`config.mk`:
```
export PLATFORM = sky130hd
export DESIGN_NAME = shared_bus_resolver
export DESIGN_NICKNAME = d
export VERILOG_FILES = /design/src/rtl/sbus_pkg.sv /design/src/rtl/sbus_bit_resolve.sv /design/src/rtl/sbus_enable_count.sv /design/src/rtl/sbus_status_reg.sv /design/src/rtl/shared_bus_resolver.sv
export SDC_FILE = /design/constraint.sdc
export NUM_CORES = 1
export LEC_CHECK = 0
export BUFFER_PORTS_ARGS = -buffer_cell sky130_fd_sc_hd__buf_2
export CAP_MARGIN = 20
export CORE_MARGIN = 3
export CORE_UTILIZATION = 35
export DETAILED_ROUTE_END_ITERATION = 8
export PLACE_DENSITY = 0.67
export SYNTH_ARGS = -nofsm -noshare
export SYNTH_HDL_FRONTEND = slang
export SYNTH_SLANG_ARGS = --single-unit
```
`constraint.sdc`:
```
create_clock -name clk -period 2.52 [get_ports clk]
set_clock_uncertainty 0.15 [all_clocks]
set_input_delay 0.378 -clock clk [delete_from_list [all_inputs] [get_ports clk]]
set_output_delay 0.378 -clock clk [all_outputs]
set_load 0.1 [all_outputs]
```
`src/rtl/sbus_pkg.sv`:
```
package sbus_pkg;
  typedef struct packed {
    logic resolved;
    logic saw_hi;
    logic saw_lo;
  } sbus_bit_obs_t;
endpackage

```
`src/rtl/sbus_bit_resolve.sv`:
```
module sbus_bit_resolve
  import sbus_pkg::*;
#(
  parameter int NUM_DRV = 4
) (
  input  logic [NUM_DRV-1:0] lane_data,
  input  logic [NUM_DRV-1:0] lane_en_n,
  output sbus_bit_obs_t      obs
);
  // A disabled driver is forced to 1 so it cannot pull the AND low.
  always_comb begin
    obs.resolved = &(lane_data | lane_en_n);
    obs.saw_hi   = |(lane_data & ~lane_en_n);
    obs.saw_lo   = |(~lane_data & ~lane_en_n);
  end
endmodule

```
`src/rtl/sbus_enable_count.sv`:
```
module sbus_enable_count #(
  parameter int NUM_DRV = 4,
  parameter int CNT_W   = $clog2(NUM_DRV + 1)
) (
  input  logic [NUM_DRV-1:0] en_n,
  output logic [CNT_W-1:0]   count
);
  always_comb begin
    count = '0;
    for (int d = 0; d < NUM_DRV; d++) begin
      count = count + CNT_W'(~en_n[d]);
    end
  end
endmodule

```
`src/rtl/sbus_status_reg.sv`:
```
module sbus_status_reg #(
  parameter int NUM_DRV = 4,
  parameter int BUS_W   = 8,
  parameter int CNT_W   = $clog2(NUM_DRV + 1)
) (
  input  logic               clk,
  input  logic               rst,
  input  logic [NUM_DRV-1:0] en_n,
  input  logic [CNT_W-1:0]   cnt_next,
  input  logic [BUS_W-1:0]   clash_next,
  output logic [NUM_DRV-1:0] enabled_q,
  output logic [CNT_W-1:0]   cnt_q,
  output logic [BUS_W-1:0]   clash_q,
  output logic               clash_any_q
);
  always_ff @(posedge clk) begin
    if (rst) begin
      enabled_q   <= '0;
      cnt_q       <= '0;
      clash_q     <= '0;
      clash_any_q <= 1'b0;
    end else begin
      enabled_q   <= ~en_n;
      cnt_q       <= cnt_next;
      clash_q     <= clash_next;
      clash_any_q <= |clash_next;
    end
  end
endmodule

```
`src/rtl/shared_bus_resolver.sv`:
```
module shared_bus_resolver
  import sbus_pkg::*;
#(
  parameter int NUM_DRV = 4,
  parameter int BUS_W   = 8
) (
  input  logic                       clk,
  input  logic                       rst,
  input  logic [NUM_DRV*BUS_W-1:0]   drv_data,
  input  logic [NUM_DRV-1:0]         drv_en_n,
  output logic [BUS_W-1:0]           bus_value,
  output logic [NUM_DRV-1:0]         enabled_vec,
  output logic [$clog2(NUM_DRV+1)-1:0] enabled_cnt,
  output logic [BUS_W-1:0]           conflict_bits,
  output logic                       conflict_any
);
  localparam int CNT_W = $clog2(NUM_DRV + 1);

  logic [BUS_W-1:0][NUM_DRV-1:0] lanes;
  sbus_bit_obs_t [BUS_W-1:0]     obs;
  logic [BUS_W-1:0]              clash_next;
  logic [CNT_W-1:0]              cnt_next;

  for (genvar b = 0; b < BUS_W; b++) begin : g_bit
    for (genvar d = 0; d < NUM_DRV; d++) begin : g_lane
      assign lanes[b][d] = drv_data[d*BUS_W + b];
    end
    sbus_bit_resolve #(.NUM_DRV(NUM_DRV)) u_res (
      .lane_data (lanes[b]),
      .lane_en_n (drv_en_n),
      .obs       (obs[b])
    );
    assign bus_value[b]  = obs[b].resolved;
    assign clash_next[b] = obs[b].saw_hi & obs[b].saw_lo;
  end

  sbus_enable_count #(.NUM_DRV(NUM_DRV), .CNT_W(CNT_W)) u_cnt (
    .en_n  (drv_en_n),
    .count (cnt_next)
  );

  sbus_status_reg #(.NUM_DRV(NUM_DRV), .BUS_W(BUS_W), .CNT_W(CNT_W)) u_stat (
    .clk         (clk),
    .rst         (rst),
    .en_n        (drv_en_n),
    .cnt_next    (cnt_next),
    .clash_next  (clash_next),
    .enabled_q   (enabled_vec),
    .cnt_q       (enabled_cnt),
    .clash_q     (conflict_bits),
    .clash_any_q (conflict_any)
  );
endmodule

```
==> flow_metrics.py, run 1 <==
metrics = {
    "placement": {
        "io_buffers": 61,
        "place_ws_ps": 412,
        "place_congestion": 0.864,
        "postPlaceCellArea_um2": 1420,
        "dp_hpwl_um": 2550,
    },
    "pwr": {
        "powerDensity_nw_per_um2": 616,
        "leakagePower_nw": 0.674,
        "vdd_drop_max_v": 0.000234,
        "p_total_mw": 0.895,
    },
    "finish": {
        "area_delta_synth_final_pct": 37.6,
        "final_area_um2": 1450,
        "multiInputGateArea_um2": 722,
        "nets": 239,
        "antenna_cells": 0,
        "final_util_pct": 51.8,
        "fillers": 282,
        "seqCellArea_um2": 320,
        "drive_gt1_share_pct": 39.1,
    },
    "timing": {
        "setup_viol": 0,
        "post-route-min-period_ps": 2050,
        "fin_ws_ps": 465,
        "min_period_over_period_pct": 81.5,
        "slew_viol_final": 0,
        "relSlewSlack_pct": 66.7,
        "worst_slew_pin_slew_ps": 504,
        "hold_viol": 0,
        "rsz0062_at_grt": "no",
        "fmax_ghz": 0.487,
        "setup_tns_ps": 0,
    },
    "logic_synthesis": {
        "netlist_top_cells_count": "nor2b_1 (24), nor2_1 (20), dfxtp_1 (16)",
        "yosysMostFrequentCell": "nor2b_1",
        "yosysWarnings": 0,
        "synthesis.nets": 176,
        "syn_area_um2": 1060,
        "netlist_instances": 135,
        "ys_seq_area_share_pct": 30.3,
        "synth_area_leader_cell": "dfxtp_1",
        "synth_area_leaders": "dfxtp_1 (30%), nor2b_1 (14%), nor2_1 (7.1%), o211ai_1 (5.0%), o32ai_1 (5.0%)",
        "synthArstFlopShare_pct": 0,
        "synth_ff_type": "dfxtp_1",
        "ys_seq_elements": 16,
        "synth_edf_count": 0,
        "avgSynthCellArea_um2": 7.82,
        "netlist.area_leader.share_pct": 30.3,
        "synth.distinct_cells": 24,
    },
    "critical_path": {
        "cp_slowest_stage_delay_ps": 450,
        "critPathLaunchType": "input pin",
        "required_ps": 1990,
        "endpoint_kind": "output port",
        "arrival_ps": 1530,
        "cp_cell_sequence": "buf_2, o22ai_1, nor3_2, buf_2",
        "slowest_stage": "buf_2",
        "cp.buffers_inverters": 2,
        "critPathMaxFanout": 18,
        "crit_family": "buffers and inverters",
        "cp_common_cell": "buf_2",
        "crit_type": "in -> out",
        "crit_cells": 4,
    },
    "detailed_routing": {
        "totalWireLength_um": 3210,
        "vias_per_cell": 5.63,
        "drtIter0Drc": 38,
        "drcViolationCount": 0,
        "num_vias": 1283,
        "wl_per_cell_um": 14.1,
        "antenna_left": 0,
        "first_pass_iters": 4,
    },
    "status": {
        "status": "finished clean",
    },
    "clock_tree": {
        "ctsHoldBuffers": 0,
        "clock_sinks": 16,
        "cts_max_level": 1,
        "cts-buffers-inserted": 3,
        "cts_tree": "built",
        "clk_pin_slew_ps": 100,
        "post_cts_resized": 0,
        "root_buffer": "clkbuf_4",
        "cts_setup_buffers": 0,
        "clock_path_buffers": 2,
    },
    "die": {
        "start_util_pct": 37.6,
        "die_area_um2": 3710,
        "die_h_um": 60.9,
        "coreArea_um2": 2810,
        "fp.dieW_um": 60.9,
        "rows": 19,
        "io_pins": 62,
    },
    "worst_hold_path": {
        "holdCritPathClass": "in -> reg",
        "hold_path_depth": 2,
    },
    "global_routing": {
        "grt_usage_pct": 17.6,
        "overflow": 0,
        "antenna_found_initial": 0,
        "grt_max_degree": 19,
        "grt_pass1_vias": 1200,
        "grt_pass1_wl_um": 5010,
    },
    "flow_run": {
        "cap_viol_max_count": 0,
    },
}
==> placed cells by master (no fill, tap or decap) <==
master,instances
buf_2,61
nor2b_1,24
nor2_1,20
dfxtp_1,16
o22ai_1,8
nor3_2,8
a31oi_1,8
nand3_1,8
o21ai_0,7
o211ai_1,7
o32ai_1,6
and2b_1,4
inv_1,3
clkbuf_4,3
o32ai_2,2
nor4_1,2
ha_1,2
buf_4,2
clkinv_1,1
nand2_1,1
o31ai_1,1
a21oi_1,1
fa_1,1
clkbuf_8,1
==> final cells by class <==
type | instances | share of cell area [%]
Clock buffer | 4 | 2.50
Sequential cell | 16 | 22.0
Multi-Input combinational cell | 110 | 49.7
Tap cell | 31 | 2.67
Timing Repair Buffer | 63 | 22.0
Inverter | 4 | 1.03
==> cell families (layout without fill, tap and decap cells) <==
| logic type | Yosys count | after routing | synth area share (%) |
|---|---|---|---|
| AND/OR/NAND/NOR | 67 | 67 | 33.3 |
| buffers and inverters | 9 | 71 | 5.09 |
| flip-flops | 16 | 16 | 30.3 |
| adder cells (fa/ha/maj) | 3 | 3 | 4.27 |
| AO/OA/AOI/OAI | 40 | 40 | 27.0 |
==> report_power, final <==
part | leakage, nW | internal, mW | switching, mW
clock | 0.0210 | 0.0879 | 0.0843
sequential | 0.133 | 0.274 | 0.00425
combinational | 0.520 | 0.0985 | 0.346
==> state kept, by name (all words and copies together) (netlist names) <==
name                count
u_stat.cnt_q            3
u_stat.clash_any_q      1
u_stat.clash_q          8
u_stat.enabled_q        4
==> per-stage QoR <==
step | cells | hold slack, ps
final | 228 | 236
after global routing | 228 | 226
after CTS | 228 | 221
after detailed placement | 224 | 535
after global placement | 224 | 535
after floorplan | 135 | 297
==> path summary, 6_finish.rpt <==
| kind | from | to | slack [ps] |
|---|---|---|---|
| min | drv_en_n[0] | u_stat.enabled_q[0] | 240 |
| max | drv_en_n[3] | bus_value[2] | 470 |
==> routing by layer <==
layer	vias to the layer above	wire length, um	GRT usage [%]
met3	2	163	1.91
met4	0	14	8.05
met5	-	0	0
met2	45	1700	31.0
met1	607	1330	21.3
li1	629	-	-
(Power assumes the default switching activity.)
==> run 2, diff against run 1 <==
Clock period 2.52 ns to 2 ns, I/O delays scaled along.
==> run 2 against run 1 <==
  * Non-clock buffer count up 2
  * Setup slack worse by 190 ps
  * Clock-buffer cell count unchanged
  * Critical path depth up 1
  * Via count up 0.39%
  * Largest cell class unchanged
==> flow_metrics.py, run 2 (synthesized netlist as in run 1, its figures left out) <==
metrics = {
    "status": {
        "status": "finished clean",
    },
    "global_routing": {
        "grt_max_degree": 19,
        "antenna_found_initial": 0,
        "grt_pass1_vias": 1196,
        "overflow": 0,
        "grt_pass1_wl_um": 4960,
        "grt_usage_pct": 17.5,
    },
    "critical_path": {
        "critPathLaunchType": "input pin",
        "cp-endpoint": "bus_value[0]",
        "endpoint_kind": "output port",
        "crit_type": "in -> out",
        "required_ps": 1550,
        "arrival_ps": 1280,
        "critPathMaxFanout": 12,
        "crit_start": "drv_en_n[3]",
    },
    "finish": {
        "nets": 241,
        "mostFrequentLayoutCells": "buf_2 (53), nor2b_1 (24), nor2_1 (20), dfxtp_1 (16)",
        "reg_top3": "u_stat.clash_q: 8 flops, u_stat.enabled_q: 4 flops, u_stat.cnt_q: 3 flops",
        "largest_reg_flops": 8,
        "antenna_cells": 0,
        "largest-register": "u_stat.clash_q",
        "fillers": 263,
        "drive_gt1_share_pct": 39.7,
        "final_common_cell": "buf_2",
        "area_delta_synth_final_pct": 54.5,
    },
    "pwr": {
        "p_switching_mw": 0.577,
        "p_comb_share_pct": 52.2,
        "p_clk_share_pct": 18.8,
        "p_sw_share_pct": 47.7,
        "powerDensity_nw_per_um2": 742,
        "vdd_drop_max_v": 0.000300,
        "p_seq_share_pct": 29.0,
        "p_int_mw": 0.633,
        "leakagePower_nw": 0.729,
    },
    "timing": {
        "post-route-min-period_ps": 1730,
        "hold_slack_ps": 168,
        "relSlewSlack_pct": 67.4,
        "worst_slew_pin_slew_ps": 492,
        "setup_viol": 0,
        "rsz0062_at_grt": "no",
        "hold_viol": 0,
        "fin_ws_ps": 272,
        "fmax_ghz": 0.579,
        "min_period_over_period_pct": 86.4,
        "slew_viol_final": 0,
        "setup_tns_ps": 0,
    },
    "detailed_routing": {
        "vias_per_cell": 5.60,
        "first_pass_iters": 4,
        "antenna_left": 0,
        "totalWireLength_um": 3290,
        "num_vias": 1288,
        "drcViolationCount": 0,
        "drtIter0Drc": 56,
        "wl_per_cell_um": 14.3,
    },
    "clock_tree": {
        "cts-buffers-inserted": 3,
        "post_cts_resized": 0,
        "ctsHoldBuffers": 0,
        "root_buffer": "clkbuf_4",
        "cts_tree": "built",
        "cts_setup_buffers": 0,
        "clock_sinks": 16,
        "clock_path_buffers": 2,
        "clk_pin_slew_ps": 100,
        "cts_max_level": 1,
    },
    "placement": {
        "place_congestion": 0.887,
        "place_ws_ps": 3.49,
        "io_buffers": 61,
        "dp_hpwl_um": 2620,
    },
    "die": {
        "fp.dieW_um": 60.9,
        "rows": 19,
        "die_h_um": 60.9,
        "die_area_um2": 3710,
        "io_pins": 62,
        "coreArea_um2": 2810,
        "start_util_pct": 37.6,
    },
    "worst_hold_path": {
        "holdCritPathClass": "in -> reg",
    },
    "flow_run": {
        "cap_viol_max_count": 0,
    },
}
==> run 2: cell count changes in the layout (fill, tap and decap cells not counted), sizes merged <==
cell  before  now
buf       63   65
==> run 2: worst min path at each step <==
stage	start	end	slack, ps	depth (start not counted)
6_report	drv_en_n[3]	u_stat.enabled_q[3]	170	2
5_1_grt	drv_en_n[3]	u_stat.enabled_q[3]	180	2
4_1_cts	drv_en_n[3]	u_stat.enabled_q[3]	170	2
3_5_place_dp	drv_en_n[3]	u_stat.enabled_q[3]	470	2
3_3_place_gp	drv_en_n[3]	u_stat.enabled_q[3]	480	2
2_1_floorplan	rst	u_stat.clash_q[0]	220	1
==> run 2: final cells by class <==
cell class | instances | area [um2] | area share (%)
inverter | 4 | 15.0 | 0.920
sequential | 16 | 320 | 19.6
timing repair buffer | 65 | 455 | 27.9
multi-input combinational | 110 | 766 | 46.9
clock buffer | 4 | 36.3 | 2.22
tap | 31 | 38.8 | 2.38
==> run 2: worst max-delay path: stages <==
cell and delay, ps:
buf_2 210, buf_4 190, o22ai_1 140, nor3_4 240
buf_12 200
==> run 2: power by group through the flow <==
| stage | Combinational, mW | Clock [mW] | Sequential [mW] |
|---|---|---|---|
| floorplan | 0.266 | 0 | 0.553 |
| finish | 0.631 | 0.228 | 0.351 |
| global route | 0.665 | 0.241 | 0.354 |
| CTS | 0.632 | 0.230 | 0.351 |
| global placement | 0.622 | 0 | 0.358 |
| detailed placement | 0.631 | 0 | 0.359 |
==> run 2: layer usage <==
layer	global-route usage, %	vias up	part of all wire [%]
li1	-	632	-
met4	6.81	0	0.36
met3	1.49	2	5.0
met5	0	-	0
met1	21.4	606	41
met2	31.6	48	54
==> run 2: stage by stage <==
stage / cell area [um2] / total power, mW / std cells / util, %
2_1_floorplan: 1140 / 0.819 / 135 / -
3_3_place_gp: 1600 / 0.980 / 226 / 56.9
3_5_place_dp: 1600 / 0.989 / 226 / 56.9
4_1_cts: 1630 / 1.21 / 230 / 58.2
5_1_grt: 1630 / 1.26 / 230 / 58.2
6_report: 1630 / 1.21 / 230 / 58.2
